**src/rtl/lfc_pkg.sv**
```systemverilog
package lfc_pkg;

   typedef enum logic [1:0] {
      SPD_STOP = 2'd0,
      SPD_SLOW = 2'd1,
      SPD_HALF = 2'd2,
      SPD_FAST = 2'd3
   } speed_code_t;

   typedef enum logic [1:0] {
      ST_PARK  = 2'd0,
      ST_AHEAD = 2'd1,
      ST_VEERL = 2'd2,
      ST_VEERR = 2'd3
   } steer_state_t;

   // percentage of full scale, rounded half up
   function automatic int unsigned pct_to_duty(input int unsigned pct,
                                               input int unsigned width);
      int unsigned full;
      full = (1 << width) - 1;
      return (pct * full + 50) / 100;
   endfunction

endpackage

```
**src/rtl/lfc_run_toggle.sv**
```systemverilog
module lfc_run_toggle (
   input  logic clk,
   input  logic rst_n,
   input  logic btn_pulse_i,
   output logic run_o
);

   always_ff @(posedge clk or negedge rst_n) begin
      if (!rst_n) run_o <= 1'b0;
      else if (btn_pulse_i) run_o <= ~run_o;
   end

   a_r2_toggle: assert property (@(posedge clk) disable iff (!rst_n)
      btn_pulse_i |=> run_o != $past(run_o));

   a_r2_hold: assert property (@(posedge clk) disable iff (!rst_n)
      !btn_pulse_i |=> $stable(run_o));

endmodule

```
**src/rtl/lfc_steer_fsm.sv**
```systemverilog
module lfc_steer_fsm
   import lfc_pkg::*;
#(
   parameter logic BLACK_LEVEL = 1'b1
) (
   input  logic        clk,
   input  logic        rst_n,
   input  logic        run_i,
   input  logic        sense_left_i,
   input  logic        sense_right_i,
   output speed_code_t code_left_o,
   output speed_code_t code_right_o
);

   logic         blk_l, blk_r;
   steer_state_t state_q, state_d;

   generate
      if (BLACK_LEVEL) begin : g_pol_high
         assign blk_l = sense_left_i;
         assign blk_r = sense_right_i;
      end else begin : g_pol_low
         assign blk_l = ~sense_left_i;
         assign blk_r = ~sense_right_i;
      end
   endgenerate

   always_comb begin
      state_d = ST_PARK;
      if (run_i) begin
         unique case ({blk_l, blk_r})
            2'b00:   state_d = ST_AHEAD;
            2'b10:   state_d = ST_VEERL;
            2'b01:   state_d = ST_VEERR;
            default: state_d = ST_PARK;   // line lost: hold still
         endcase
      end
   end

   always_ff @(posedge clk or negedge rst_n) begin
      if (!rst_n) state_q <= ST_PARK;
      else        state_q <= state_d;
   end

   always_comb begin
      unique case (state_q)
         ST_AHEAD: begin code_left_o = SPD_HALF; code_right_o = SPD_HALF; end
         ST_VEERL: begin code_left_o = SPD_FAST; code_right_o = SPD_SLOW; end
         ST_VEERR: begin code_left_o = SPD_SLOW; code_right_o = SPD_FAST; end
         default:  begin code_left_o = SPD_STOP; code_right_o = SPD_STOP; end
      endcase
   end

   a_r3_stopped: assert property (@(posedge clk) disable iff (!rst_n)
      !run_i |=> (code_left_o == SPD_STOP && code_right_o == SPD_STOP));

   a_r4_straight: assert property (@(posedge clk) disable iff (!rst_n)
      (run_i && !blk_l && !blk_r) |=> (code_left_o == SPD_HALF && code_right_o == SPD_HALF));

   a_r5_veer_left: assert property (@(posedge clk) disable iff (!rst_n)
      (run_i && blk_l && !blk_r) |=> (code_left_o == SPD_FAST && code_right_o == SPD_SLOW));

   a_r6_veer_right: assert property (@(posedge clk) disable iff (!rst_n)
      (run_i && !blk_l && blk_r) |=> (code_left_o == SPD_SLOW && code_right_o == SPD_FAST));

   a_r7_lost: assert property (@(posedge clk) disable iff (!rst_n)
      (run_i && blk_l && blk_r) |=> (code_left_o == SPD_STOP && code_right_o == SPD_STOP));

endmodule

```
**src/rtl/lfc_duty_decode.sv**
```systemverilog
module lfc_duty_decode
   import lfc_pkg::*;
#(
   parameter int unsigned DUTY_W   = 8,
   parameter int unsigned PCT_SLOW = 15,
   parameter int unsigned PCT_HALF = 50,
   parameter int unsigned PCT_FAST = 90
) (
   input  speed_code_t       code_i,
   output logic [DUTY_W-1:0] duty_o
);

   localparam logic [DUTY_W-1:0] D_SLOW = DUTY_W'(pct_to_duty(PCT_SLOW, DUTY_W));
   localparam logic [DUTY_W-1:0] D_HALF = DUTY_W'(pct_to_duty(PCT_HALF, DUTY_W));
   localparam logic [DUTY_W-1:0] D_FAST = DUTY_W'(pct_to_duty(PCT_FAST, DUTY_W));

   generate
      if (PCT_SLOW > PCT_HALF || PCT_HALF > PCT_FAST || PCT_FAST > 100) begin : g_bad_pct
         $error("speed percentages must rise and stay within 100");
      end
   endgenerate

   always_comb begin
      unique case (code_i)
         SPD_SLOW: duty_o = D_SLOW;
         SPD_HALF: duty_o = D_HALF;
         SPD_FAST: duty_o = D_FAST;
         default:  duty_o = '0;
      endcase
   end

   always_comb begin
      if (code_i == SPD_STOP)
         a_r9_stop_zero: assert (duty_o == '0);
   end

endmodule

```
**src/rtl/lfc_motor_ctrl.sv**
```systemverilog
module lfc_motor_ctrl
   import lfc_pkg::*;
#(
   parameter int unsigned DUTY_W      = 8,
   parameter logic        BLACK_LEVEL = 1'b1,
   parameter int unsigned PCT_SLOW    = 15,
   parameter int unsigned PCT_HALF    = 50,
   parameter int unsigned PCT_FAST    = 90
) (
   input  logic              clk,
   input  logic              rst_n,
   input  logic              btn_pulse_i,
   input  logic              sense_left_i,
   input  logic              sense_right_i,
   output logic              run_o,
   output logic [1:0]        code_left_o,
   output logic [1:0]        code_right_o,
   output logic [DUTY_W-1:0] duty_left_o,
   output logic [DUTY_W-1:0] duty_right_o
);

   localparam int unsigned N_WHEEL = 2;

   generate
      if (DUTY_W < 4 || DUTY_W > 16) begin : g_bad_width
         $error("DUTY_W must lie between 4 and 16");
      end
   endgenerate

   logic                     run_q;
   speed_code_t              code_l, code_r;
   speed_code_t              codes [N_WHEEL];
   logic [DUTY_W-1:0]        duties [N_WHEEL];

   lfc_run_toggle u_toggle (
      .clk         (clk),
      .rst_n       (rst_n),
      .btn_pulse_i (btn_pulse_i),
      .run_o       (run_q)
   );

   lfc_steer_fsm #(.BLACK_LEVEL(BLACK_LEVEL)) u_steer (
      .clk           (clk),
      .rst_n         (rst_n),
      .run_i         (run_q),
      .sense_left_i  (sense_left_i),
      .sense_right_i (sense_right_i),
      .code_left_o   (code_l),
      .code_right_o  (code_r)
   );

   assign codes[0] = code_l;
   assign codes[1] = code_r;

   generate
      for (genvar w = 0; w < N_WHEEL; w++) begin : g_wheel
         lfc_duty_decode #(
            .DUTY_W  (DUTY_W),
            .PCT_SLOW(PCT_SLOW),
            .PCT_HALF(PCT_HALF),
            .PCT_FAST(PCT_FAST)
         ) u_dec (
            .code_i (codes[w]),
            .duty_o (duties[w])
         );
      end
   endgenerate

   assign run_o        = run_q;
   assign code_left_o  = code_l;
   assign code_right_o = code_r;
   assign duty_left_o  = duties[0];
   assign duty_right_o = duties[1];

   // wheel codes follow the flag value from before the edge
   a_r10_lag: assert property (@(posedge clk) disable iff (!rst_n)
      (!run_q && btn_pulse_i) |=> (run_o && code_left_o == 2'd0 && code_right_o == 2'd0));

endmodule

```
**config.mk**
```make
export PLATFORM = sky130hd
export DESIGN_NAME = lfc_motor_ctrl
export DESIGN_NICKNAME = d
export VERILOG_FILES = /design/src/rtl/lfc_pkg.sv /design/src/rtl/lfc_run_toggle.sv /design/src/rtl/lfc_steer_fsm.sv /design/src/rtl/lfc_duty_decode.sv /design/src/rtl/lfc_motor_ctrl.sv
export SDC_FILE = /design/constraint.sdc
export NUM_CORES = 1
export LEC_CHECK = 0
export BUFFER_PORTS_ARGS = -buffer_cell sky130_fd_sc_hd__buf_2
export CAP_MARGIN = 20
export CORE_AREA = 3 3 40 42
export CTS_CLUSTER_DIAMETER = 80
export DETAILED_ROUTE_END_ITERATION = 12
export DIE_AREA = 0 0 43 45
export GPL_ROUTABILITY_DRIVEN = 1
export MAX_ROUTING_LAYER = met4
export PLACE_DENSITY = 0.58
export SYNTH_ARGS = -nofsm -noshare
export SYNTH_HDL_FRONTEND = slang
export SYNTH_SLANG_ARGS = --single-unit
```
**constraint.sdc**
```tcl
create_clock -name clk -period 2.5 [get_ports clk]
set_input_delay 0.25 -clock clk [delete_from_list [all_inputs] [get_ports clk]]
set_output_delay 0.25 -clock clk [all_outputs]
set_load 0.01 [all_outputs]
```
# --- Yosys cells after proc, flatten, opt, wreduce, memory -nomap -nowiden ---
# Cells that the tools add are included.
op_classes:
  n_eq_ne: 11
  bitwise: 1
  muxes: 6
  n_reduce_logical: 1
ops:
  columns: ["op", "count"]
  rows:
  - ["$pmux W8 S3", 2]
  - ["$pmux W2 S3", 3]
  - ["$eq A2 B2 Y1 const B", 7]
  - ["$eq A2 B1 Y1 const B", 4]
  - ["$logic_not A2 Y1", 1]
  - ["$mux W2", 1]
  - ["$not A1 Y1", 1]
totals:
  ff_bits: 3
  output_inout_bits: 21
  word_cells: 21
  in_bits: 5

# --- Logic depth before layout (Yosys ltp) ---
# Gate-level depths: netlist (run 1).
logic_depth:
  ltp_word: 4
  ltp_mapped: 4
  ltp_nobuf: 4

# --- Modules after synthesis ---
# A second synthesis (run 1) with hierarchy kept.
hier_totals:
  hier_cells: 37
  hier_area_um2: 325.3
modules_own_cells:
  columns: ["module", "seq_area_each_um2", "cells_each", "area_each_um2", "n_inst"]
  rows:
  - ["lfc_steer_fsm", 50.0, 17, 181.4, 1]
  - ["lfc_duty_decode", 0.0, 9, 55.1, 2]
  - ["lfc_run_toggle", 25.0, 2, 33.8, 1]

# --- Worst setup path before layout (run 1) ---
# No wires, ideal clock.
synth_timing:
  path_kind: "flip-flop to output port"
  startpoint: "register u_steer.state_q[0]"
  endpoint: "output port code_right_o[0]"
  arrival_time_ps: 1199
  n_path_buf: 1
  path_stages_with_launch: 5
  path_slack_ps: 1051
  t_required_ps: 2250
  path_cell_list: "dfrtp_1 -> inv_1 -> ha_1 -> or2_2 -> buf_4"
synth_via:
  elab_chain_cells: 2
  elab_cells_between_ends: 4
  cone_classes: "eq/ne: 3; mux: 1"
synth_rtl:
  columns: ["item", "line_no", "source"]
  rows:
  - ["start, declared", "lfc_steer_fsm.sv:16", "steer_state_t state_q, state_d;"]
  - ["start signal, assigned", "lfc_steer_fsm.sv:42", "else state_q <= state_d;"]
  - ["$eq A2 B2 Y1 / $eq A2 B1 Y1 (equally long branches)", "lfc_steer_fsm.sv:46", "unique case (state_q)"]
  - ["$pmux W2 S3 (*)", "lfc_steer_fsm.sv:46", null]
  - ["end, declared", "lfc_motor_ctrl.sv:17", "output logic [1:0] code_right_o,"]
# Every way passes the cells marked *; elsewhere a longest branch is shown, timed or not.

# --- Worst setup path after layout (run 1) ---
layout_timing:
  startpoint: "register u_steer.state_q[0]"
  endpoint: "output port duty_left_o[1]"
layout_via:
  elab_chain_cells: 4
  elab_cells_between_ends: 8
  cone_classes: "eq/ne: 6; mux: 2"
layout_rtl:
  columns: ["item", "line_no", "source"]
  rows:
  - ["$eq A2 B2 Y1 / $eq A2 B1 Y1 (equally long branches)", "lfc_steer_fsm.sv:46", null]
  - ["$pmux W2 S3 (*)", "lfc_steer_fsm.sv:46", null]
  - ["$eq A2 B2 Y1 / $eq A2 B1 Y1 (equally long branches)", "lfc_duty_decode.sv:24", "unique case (code_i)"]
  - ["$pmux W8 S3 (*)", "lfc_duty_decode.sv:24", null]
  - ["end, declared", "lfc_motor_ctrl.sv:18", "output logic [DUTY_W-1:0] duty_left_o,"]
# Marks and branches as above.

==> flow_metrics.tcl, run 1 <==
set metrics [dict create \
    power_density_nw_per_um2 1050 \
    grt.overflow.total 0 \
    die_w_um 43 \
    cp_top_family "flip-flops" \
    vias_per_cell 3.57 \
    finalMaxSlewViolations 0 \
    cts.sinks 3 \
    synth.distinct_cells 10 \
    cp.required_ns 2.25 \
    htreeDepth 1 \
    fin_nets 59 \
    endpoint_kind "primary output" \
    grt_pass1_vias 186 \
    regToRegStartpoint "u_toggle.run_o" \
    crit_path_max_fanout 8 \
    floorplan.core_area_um2 1280 \
    drive_gt1_share_pct 50.0 \
    rows 13 \
    hold_class "in2reg" \
    grt_max_degree 9 \
    first_pass_iters 2 \
    hold_viol 0 \
    ir_worst_vdd_uv 301 \
    gr-max-usage-layer "met2" \
    min_period_over_period_pct 65.3 \
    gp_congestion 0.617 \
    finalSetupViolCount 0 \
    track_usage_pct 5.42 \
    die_height_um 45 \
    clock.fmax_ghz 0.612 \
    routed_wl_um 454 \
    use_met3_pct 3.59 \
    root_buffer "clkbuf_4" \
    synth.cell_area_um2 304 \
    rrSetupSlack_ns 1.79 \
    status "complete, no violations" \
    utilization_pct 28.6 \
    post_cts_resized 0 \
    ys_top_cells_by_area "buf_4 35%, dfrtp_1 25%, ha_1 21%" \
    syn_inst 33 \
    fin_worst_skew_ns 0.00266 \
    ys_seq_elements 3 \
    first_iter_violations 2 \
    setup_ws_ns 0.866 \
    cts_buffer_depth 2 \
    dieArea_um2 1940 \
    slowest_stage "dfrtp_1" \
    drc 0 \
    io_buffers 19 \
    ios 26 \
    met2_usage_pct 9.88 \
    cts_tree "yes" \
    synth_top_area_share_pct 34.6 \
    clk_latency_ns 0.23 \
    path_buf_inv 2 \
    vias 225 \
    synth_top_area_cell "buf_4" \
    area_growth_pct 21.0 \
    worstSetupPathType "reg2out" \
    yosysWarnings 0 \
    crit_chain "inv_1 -> ha_1 -> or2_2 -> buf_2" \
    path_clk_slew_ns 0.04 \
    period_needed_ns 1.63 \
    grt_antenna_before_repair 0 \
    worstHoldStart "btn_pulse_i" \
    dp_slack_ns 1.10 \
    avgSynthCellArea_um2 9.21 \
    numCtsBuffers 3 \
    max_stage_delay_ns 0.36 \
    cp_data_arrival_time_ns 1.38 \
    start_util_pct 23.7 \
    diodes 0 \
    grt_pass1_wl_um 717 \
    yosysSeqAreaShare_pct 24.7 \
    drv_cap 0 \
    power_leakage_nw 0.234 \
    ant_nets 0 \
    avgRoutedWirePerCell_um 7.21 \
    tns_ns 0 \
    rsz0062_at_grt "no" \
    post_cts_buffers 0 \
    worstSetupStartpointType "flop" \
    met1_usage_pct 3.64 \
    startpoint "u_steer.state_q[0]" \
]
## flip-flops by register name, summed over array words and instances (netlist names)
signal / flops
u_steer.state_q: 2
u_toggle.run_o: 1
## layer usage
metal / up-vias / wire length [µm]
li1: 109 / -
met1: 98 / 139
met2: 18 / 235
met3: 0 / 80
met4: 0 / 0
met5: - / 0
## where the power goes
part	total [mW]	internal, mW	switching (mW)
sequential	0.0824	0.0669	0.0156
clock	0.0854	0.0599	0.0256
combinational	0.220	0.0954	0.124
total	0.388	0.222	0.166
## stage by stage
step / cell area [µm²] / hold slack (ns) / instances / total power [mW]
after global routing: 368 / 0.198 / 63 / 0.427
after detailed placement: 332 / 0.0503 / 58 / 0.308
final: 368 / 0.196 / 63 / 0.388
after floorplan: 323 / -0.0456 / 38 / 0.289
after CTS: 368 / 0.194 / 63 / 0.398
after global placement: 332 / 0.0477 / 58 / 0.302
## worst paths after layout
path,to,cells past startpoint
worst max register to register,u_steer.state_q[0],1
max in group asynchronous,u_steer.state_q[1],2
worst max-delay path,duty_left_o[1],4
min in group asynchronous,u_toggle.run_o,2
worst min register to register,u_toggle.run_o,1
worst min-delay path,u_toggle.run_o,2
## kinds of logic after synthesis
logic type	share of synthesized area, %
buf+inv	37.0
other cells	1.23
flops	24.7
fa+ha+maj	20.6
xor+xnor	5.76
simple gates	10.7
## synthesized netlist by cell type (all sizes together)
library cell  count
or2               1
and2b             1
nor2              3
dfrtp             3
ha                5
conb              1
and2              1
inv               2
xor2              2
buf              14
## area by class of cell
class / instances / area, µm²
clock buffer: 4 / 26.3
fill: 144 / 917
inverter: 2 / 7.51
multi-input combinational: 19 / 135
sequential: 3 / 75.1
tap: 15 / 18.8
timing repair buffer: 20 / 105
## cells in the final DEF, fill, tap and decap left out, drive strengths merged
master and n:
dlygate4sd3 1, buf 19, ha 5, conb 6
dfrtp 3, clkbuf 4, and2b 1, xor2 2
and2 1, inv 2, or2 1, nor2 3
## repair_timing
action / 4_1_cts / 5_1_grt
hold buffers: 1 / 0
endpoints found under the setup margin: 0 / 0
hold endpoints to repair: 3 / 0
Note: power is estimated with default switching activity, not from simulation.
==> run 2, diff against run 1 <==
--- a/config.mk
+++ b/config.mk
@@ -5,6 +5,7 @@
 export SDC_FILE = /design/constraint.sdc
 export NUM_CORES = 1
 export LEC_CHECK = 0
+export ABC_AREA = 1
 export BUFFER_PORTS_ARGS = -buffer_cell sky130_fd_sc_hd__buf_2
 export CAP_MARGIN = 20
 export CORE_AREA = 3 3 40 42
@@ -13,7 +14,7 @@
 export DIE_AREA = 0 0 43 45
 export GPL_ROUTABILITY_DRIVEN = 1
 export MAX_ROUTING_LAYER = met4
-export PLACE_DENSITY = 0.58
+export PLACE_DENSITY = 0.59
 export SYNTH_ARGS = -nofsm -noshare
 export SYNTH_HDL_FRONTEND = slang
 export SYNTH_SLANG_ARGS = --single-unit
==> constraint.sdc (replaced) <==
create_clock -name clk -period 1.6 [get_ports clk]
set_input_delay 0.16 -clock clk [delete_from_list [all_inputs] [get_ports clk]]
set_output_delay 0.16 -clock clk [all_outputs]
set_load 0.01 [all_outputs]
==> run 2 against run 1 <==
  * Setup slack got worse by 0.73 ns
  * Hold slack got worse by 0.082 ns
  * Clock skew fell by 0.0022 ns
  * Sequential share of layout area fell by 0.74 points
  * Critical path depth did not move
  * Synthesized cell count rose by 21%
  * Register-to-register slack got worse by 0.85 ns
  * Power fell by 6.6%
  * Sequential power rose by 14%
  * Critical path type unchanged
  * Largest power group unchanged
==> flow_metrics.tcl, run 2 <==
set metrics [dict create \
    grt_pass1_vias 203 \
    synth_top_area_cell "buf_4" \
    hold_class "in2reg" \
    met1_usage_pct 5.11 \
    startpoint "u_steer.state_q[0]" \
    gp_congestion 0.688 \
    floorplan.core_area_um2 1280 \
    area_growth_pct 21.0 \
    r2r_end "u_toggle.run_o" \
    htreeDepth 1 \
    synthArstFlopShare_pct 100 \
    synth_edf_count 0 \
    dieArea_um2 1940 \
    cts_buffer_depth 2 \
    ys_top_cells_by_area "buf_4 33%, dfrtp_1 24%, ha_1 20%" \
    fin_nets 66 \
    largest_register "u_steer.state_q" \
    cts.sinks 3 \
    grt_max_degree 9 \
    drc 0 \
    path_clk_slew_ns 0.04 \
    grt.overflow.total 0 \
    finalSetupViolCount 0 \
    max_stage_delay_ns 0.36 \
    crit_path_max_fanout 8 \
    synth.cell_area_um2 315 \
    largest_reg_flops 2 \
    io_buffers 19 \
    top_regs "u_steer.state_q (2), u_toggle.run_o (1)" \
    cp.required_ns 1.44 \
    min_period_over_period_pct 91.2 \
    avgRoutedWirePerCell_um 6.60 \
    routed_wl_um 462 \
    drv_cap 0 \
    ir_worst_vdd_uv 345 \
    synth_top_area_share_pct 33.3 \
    yosysSeqAreaShare_pct 23.8 \
    dpl.hpwl_um 397 \
    utilization_pct 29.7 \
    finish.instance_area_um2 382 \
    power_leakage_nw 0.248 \
    vias 247 \
    first_iter_violations 2 \
    r2r_cells 3 \
    grt_antenna_before_repair 0 \
    ys_seq_elements 3 \
    final_cells 70 \
    start_util_pct 24.5 \
    track_usage_pct 5.59 \
    ios 26 \
    worstSetupPathType "reg2out" \
    drive_gt1_share_pct 41.8 \
    clk_latency_ns 0.23 \
    first_pass_iters 2 \
    status "complete, no violations" \
    rows 13 \
    die_height_um 45 \
    numCtsBuffers 3 \
    placed_area_um2 343 \
    dpl.cell_count 65 \
    fin_worst_skew_ns 0.000417 \
    cp_data_arrival_time_ns 1.30 \
    clock.fmax_ghz 0.685 \
    cts_tree "yes" \
    synth_most_common_cell "buf_4" \
    worstHoldStart "sense_left_i" \
    fin_hold_ws_ns 0.114 \
    grt_pass1_wl_um 745 \
    dp_slack_ns 0.335 \
    worstSetupStartpointType "flop" \
    synth_common_cells "14 x buf_4, 6 x inv_1, 5 x ha_1, 5 x nand2_1" \
    met2_usage_pct 8.38 \
    syn_inst 40 \
    layout_commonest_cell "buf_2" \
    period_needed_ns 1.46 \
    whs_path_depth 2 \
    endpoint_kind "primary output" \
    slowest_stage "dfrtp_1" \
    use_met3_pct 2.79 \
    hold-path-endpoint "u_steer.state_q[0]" \
    power_density_nw_per_um2 949 \
    hold_viol 0 \
    finalMaxSlewViolations 0 \
    avgSynthCellArea_um2 7.88 \
    yosysWarnings 0 \
    tns_ns 0 \
    crit_chain "inv_1 -> ha_1 -> or2_4 -> buf_2" \
    ant_nets 0 \
    synth.distinct_cells 9 \
    die_w_um 43 \
    mostFrequentLayoutCells "19 x buf_2, 6 x inv_1, 6 x conb_1" \
    total_power_mw 0.362 \
    setup_ws_ns 0.140 \
    rsz0062_at_grt "no" \
    vias_per_cell 3.53 \
    rrSetupSlack_ns 0.94 \
    yosys_most_used_dff "dfrtp_1" \
    diodes 0 \
    root_buffer "clkbuf_4" \
    regToRegStartpoint "u_toggle.run_o" \
    gr-max-usage-layer "met2" \
]
==> run 2: cell types whose count changed after synthesis <==
cell | previous run | this run
and2_1 | 1 | 0
nand2_1 | 0 | 5
inv_1 | 2 | 6
a21oi_1 | 0 | 2
or2_1 | 0 | 1
or2_2 | 1 | 0
and2b_2 | 1 | 0
xor2_1 | 2 | 0
==> run 2: final cells by class <==
cell class	count	area [µm²]
clock buffer	4	26.3
inverter	6	22.5
multi-input combinational	22	134
timing repair buffer	20	105
tap	15	18.8
sequential	3	75.1
fill	138	903
==> run 2: what timing repair did <==
item / 4_1_cts / 5_1_grt
hold endpoints to repair: 3 / 0
setup endpoints to repair: 0 / 8
resized for setup: 0 / 1
hold buffers: 1 / 0
buffers inserted: 0 / 0
==> run 2: cells by family (layout without fill, tap and decap cells) <==
| logic type | after synthesis | after routing | synth area share [%] |
|---|---|---|---|
| buffers and inverters | 20 | 30 | 40.5 |
| AND/OR/NAND/NOR | 9 | 9 | 11.5 |
| adder cells (fa/ha/maj) | 5 | 5 | 19.8 |
| flip-flops | 3 | 3 | 23.8 |
| AO/OA/AOI/OAI | 2 | 2 | 3.17 |
| other | 1 | 6 | 1.19 |
==> run 2: routing by layer <==
layer / up-vias / part of all wire (%)
met5: - / 0
met4: 0 / 0
met3: 0 / 20
met2: 18 / 47
met1: 103 / 32
li1: 126 / -
==> run 2: worst max-delay path by stage <==
stage	end	slack, ns	cells past startpoint
after floorplan	code_right_o[0]	0.27	4
after global placement	duty_left_o[1]	0.38	4
after detailed placement	code_left_o[0]	0.34	4
after CTS	code_left_o[0]	0.08	4
after global routing	duty_right_o[1]	0.01	4
final	code_left_o[0]	0.14	4
==> run 2: critical path, delay by kind of cell (launching register included) <==
kind	cells	cell delay [ns]
adders and majority gates	1	0.21
buffers and inverters	2	0.22
and+or+nand+nor	1	0.27
DFF	1	0.36
==> run 2: report_power, final <==
part | total [mW] | internal (mW) | switching (mW)
combinational | 0.138 | 0.0586 | 0.0799
clock | 0.130 | 0.0933 | 0.0366
sequential | 0.0938 | 0.0855 | 0.00821
total | 0.362 | 0.237 | 0.125
==> run 3, diff against run 2 <==
--- a/config.mk
+++ b/config.mk
@@ -14,7 +14,6 @@
 export DIE_AREA = 0 0 43 45
 export GPL_ROUTABILITY_DRIVEN = 1
 export MAX_ROUTING_LAYER = met4
-export PLACE_DENSITY = 0.59
 export SYNTH_ARGS = -nofsm -noshare
 export SYNTH_HDL_FRONTEND = slang
 export SYNTH_SLANG_ARGS = --single-unit
==> run 3 against run 2 <==
  * Via count fell by 4.0%
  * Largest cell class unchanged
  * Power fell by 0.22%
  * Sequential share of layout area rose by 0.13 points
  * Clock power barely moved
  * Critical path type unchanged
  * Sequential power fell by 0.4%
  * Setup slack got worse by 0.032 ns
  * Die area did not move
  * Critical endpoint is now duty_right_o[1]
  * Global-route usage fell by 0.60 points
==> flow_metrics.tcl, run 3 (synthesis gave the netlist of run 2 again) <==
set metrics [dict create \
    status "complete, no violations" \
    startpoint "u_steer.state_q[0]" \
    endpoint_kind "primary output" \
    layout_commonest_cell "buf_2" \
    p_sw_mw 0.127 \
    ant_nets 0 \
    final-seq-area_um2 75.1 \
    avgRoutedWirePerCell_um 6.90 \
    fin_nets 66 \
    numCtsBuffers 3 \
    dpl.cell_count 65 \
    floorplan.core_area_um2 1280 \
    p_int_mw 0.234 \
    cp.required_ns 1.44 \
    total_power_mw 0.361 \
    grt_pass1_wl_um 648 \
    track_usage_pct 4.99 \
    n_fill_cell 139 \
    post_cts_resized 0 \
    rsz0062_at_grt "no" \
    finalMaxSlewViolations 0 \
    fin_hold_ws_ns 0.110 \
    worstSetupPathType "reg2out" \
    ir_worst_vdd_uv 411 \
    cts.sinks 3 \
    clkPwrFrac_pct 36.8 \
    power_leakage_nw 0.248 \
    path_clk_slew_ns 0.04 \
    largest_register "u_steer.state_q" \
    dieArea_um2 1940 \
    first_pass_iters 4 \
    cts_tree "yes" \
    regToRegStartpoint "u_toggle.run_o" \
    utilization_pct 29.5 \
    p_comb_share_pct 37.4 \
    dp_slack_ns 0.341 \
    multi_input_comb_area_um2 131 \
    htreeDepth 1 \
    routed_wl_um 483 \
    crit_path_max_fanout 8 \
    drv_cap 0 \
    vias_per_cell 3.39 \
    rows 13 \
    min_period_over_period_pct 93.3 \
    fin_worst_skew_ns 0.00212 \
    netSwitchingFraction_pct 35.2 \
    mostFrequentLayoutCells "19 x buf_2, 6 x inv_1, 6 x conb_1" \
    worstHoldStart "sense_left_i" \
    clock.fmax_ghz 0.670 \
    cts_buffer_depth 2 \
    gp_congestion 0.645 \
    area_growth_pct 20.2 \
    vias 237 \
    setup_ws_ns 0.108 \
    clk_latency_ns 0.23 \
    tns_ns 0 \
    grt.overflow.total 0 \
    finalSetupViolCount 0 \
    worstSetupStartpointType "flop" \
    first_iter_violations 4 \
    cp_data_arrival_time_ns 1.33 \
    drive_gt1_share_pct 40.0 \
    diodes 0 \
    die_height_um 45 \
    start_util_pct 24.5 \
    final_cells 70 \
    drc 0 \
    p_seq_share_pct 25.8 \
    period_needed_ns 1.49 \
    dpl.hpwl_um 410 \
    largest_reg_flops 2 \
    grt_pass1_vias 183 \
    hold_viol 0 \
    power_density_nw_per_um2 953 \
    top_regs "u_steer.state_q (2), u_toggle.run_o (1)" \
    hold_class "in2reg" \
    ios 26 \
    die_w_um 43 \
    placed_area_um2 343 \
    finish.instance_area_um2 379 \
    grt_antenna_before_repair 0 \
    grt_max_degree 9 \
    io_buffers 19 \
    root_buffer "clkbuf_4" \
]
==> run 3: cell counts in the layout (fill, tap and decap cells not counted) <==
No cell type changed its count.
==> run 3: layout make-up <==
cell class / instances / area share [%]
clock buffers: 4 / 6.93
inverters: 6 / 5.94
multi-input cells: 22 / 34.7
flip-flops and latches: 3 / 19.8
well taps: 15 / 4.95
repair buffers: 20 / 27.7
==> run 3: routing by layer <==
layer	global-route usage, %	vias to the layer above	part of all wire, %
li1	-	126	-
met1	4.87	92	37
met2	6.89	19	43
met3	2.39	0	19
met4	5.42	0	0
met5	-	-	0
==> run 3: final timing paths <==
kind                                       to  slack, ns  cells after the start
hold reg to reg                u_toggle.run_o       0.52                      2
setup reg to reg               u_toggle.run_o       0.95                      3
setup / recovery              duty_right_o[1]       0.11                      4
hold / removal             u_steer.state_q[0]       0.11                      2
min in group asynchronous      u_toggle.run_o       0.26                      2
max in group asynchronous  u_steer.state_q[1]       1.23                      2
==> run 3: what timing repair did <==
action	CTS	global route
hold buffers	1	0
buffers inserted	0	0
hold endpoints to repair	3	0
==> run 3: power by group through the flow <==
stage          logic [mW]  clock network, mW  registers, mW
2_1_floorplan       0.128                  0         0.0951
5_1_grt             0.149              0.144         0.0957
6_report            0.135              0.133         0.0934
3_5_place_dp        0.136                  0         0.0946
3_3_place_gp        0.135                  0         0.0942
4_1_cts             0.138              0.142         0.0936
==> run 3: worst max-delay path: stages, from the launching register on <==
cell and delay (ns):
dfrtp_1 0.36, inv_1 0.09, ha_1 0.20, or2_1 0.29, buf_2 0.16
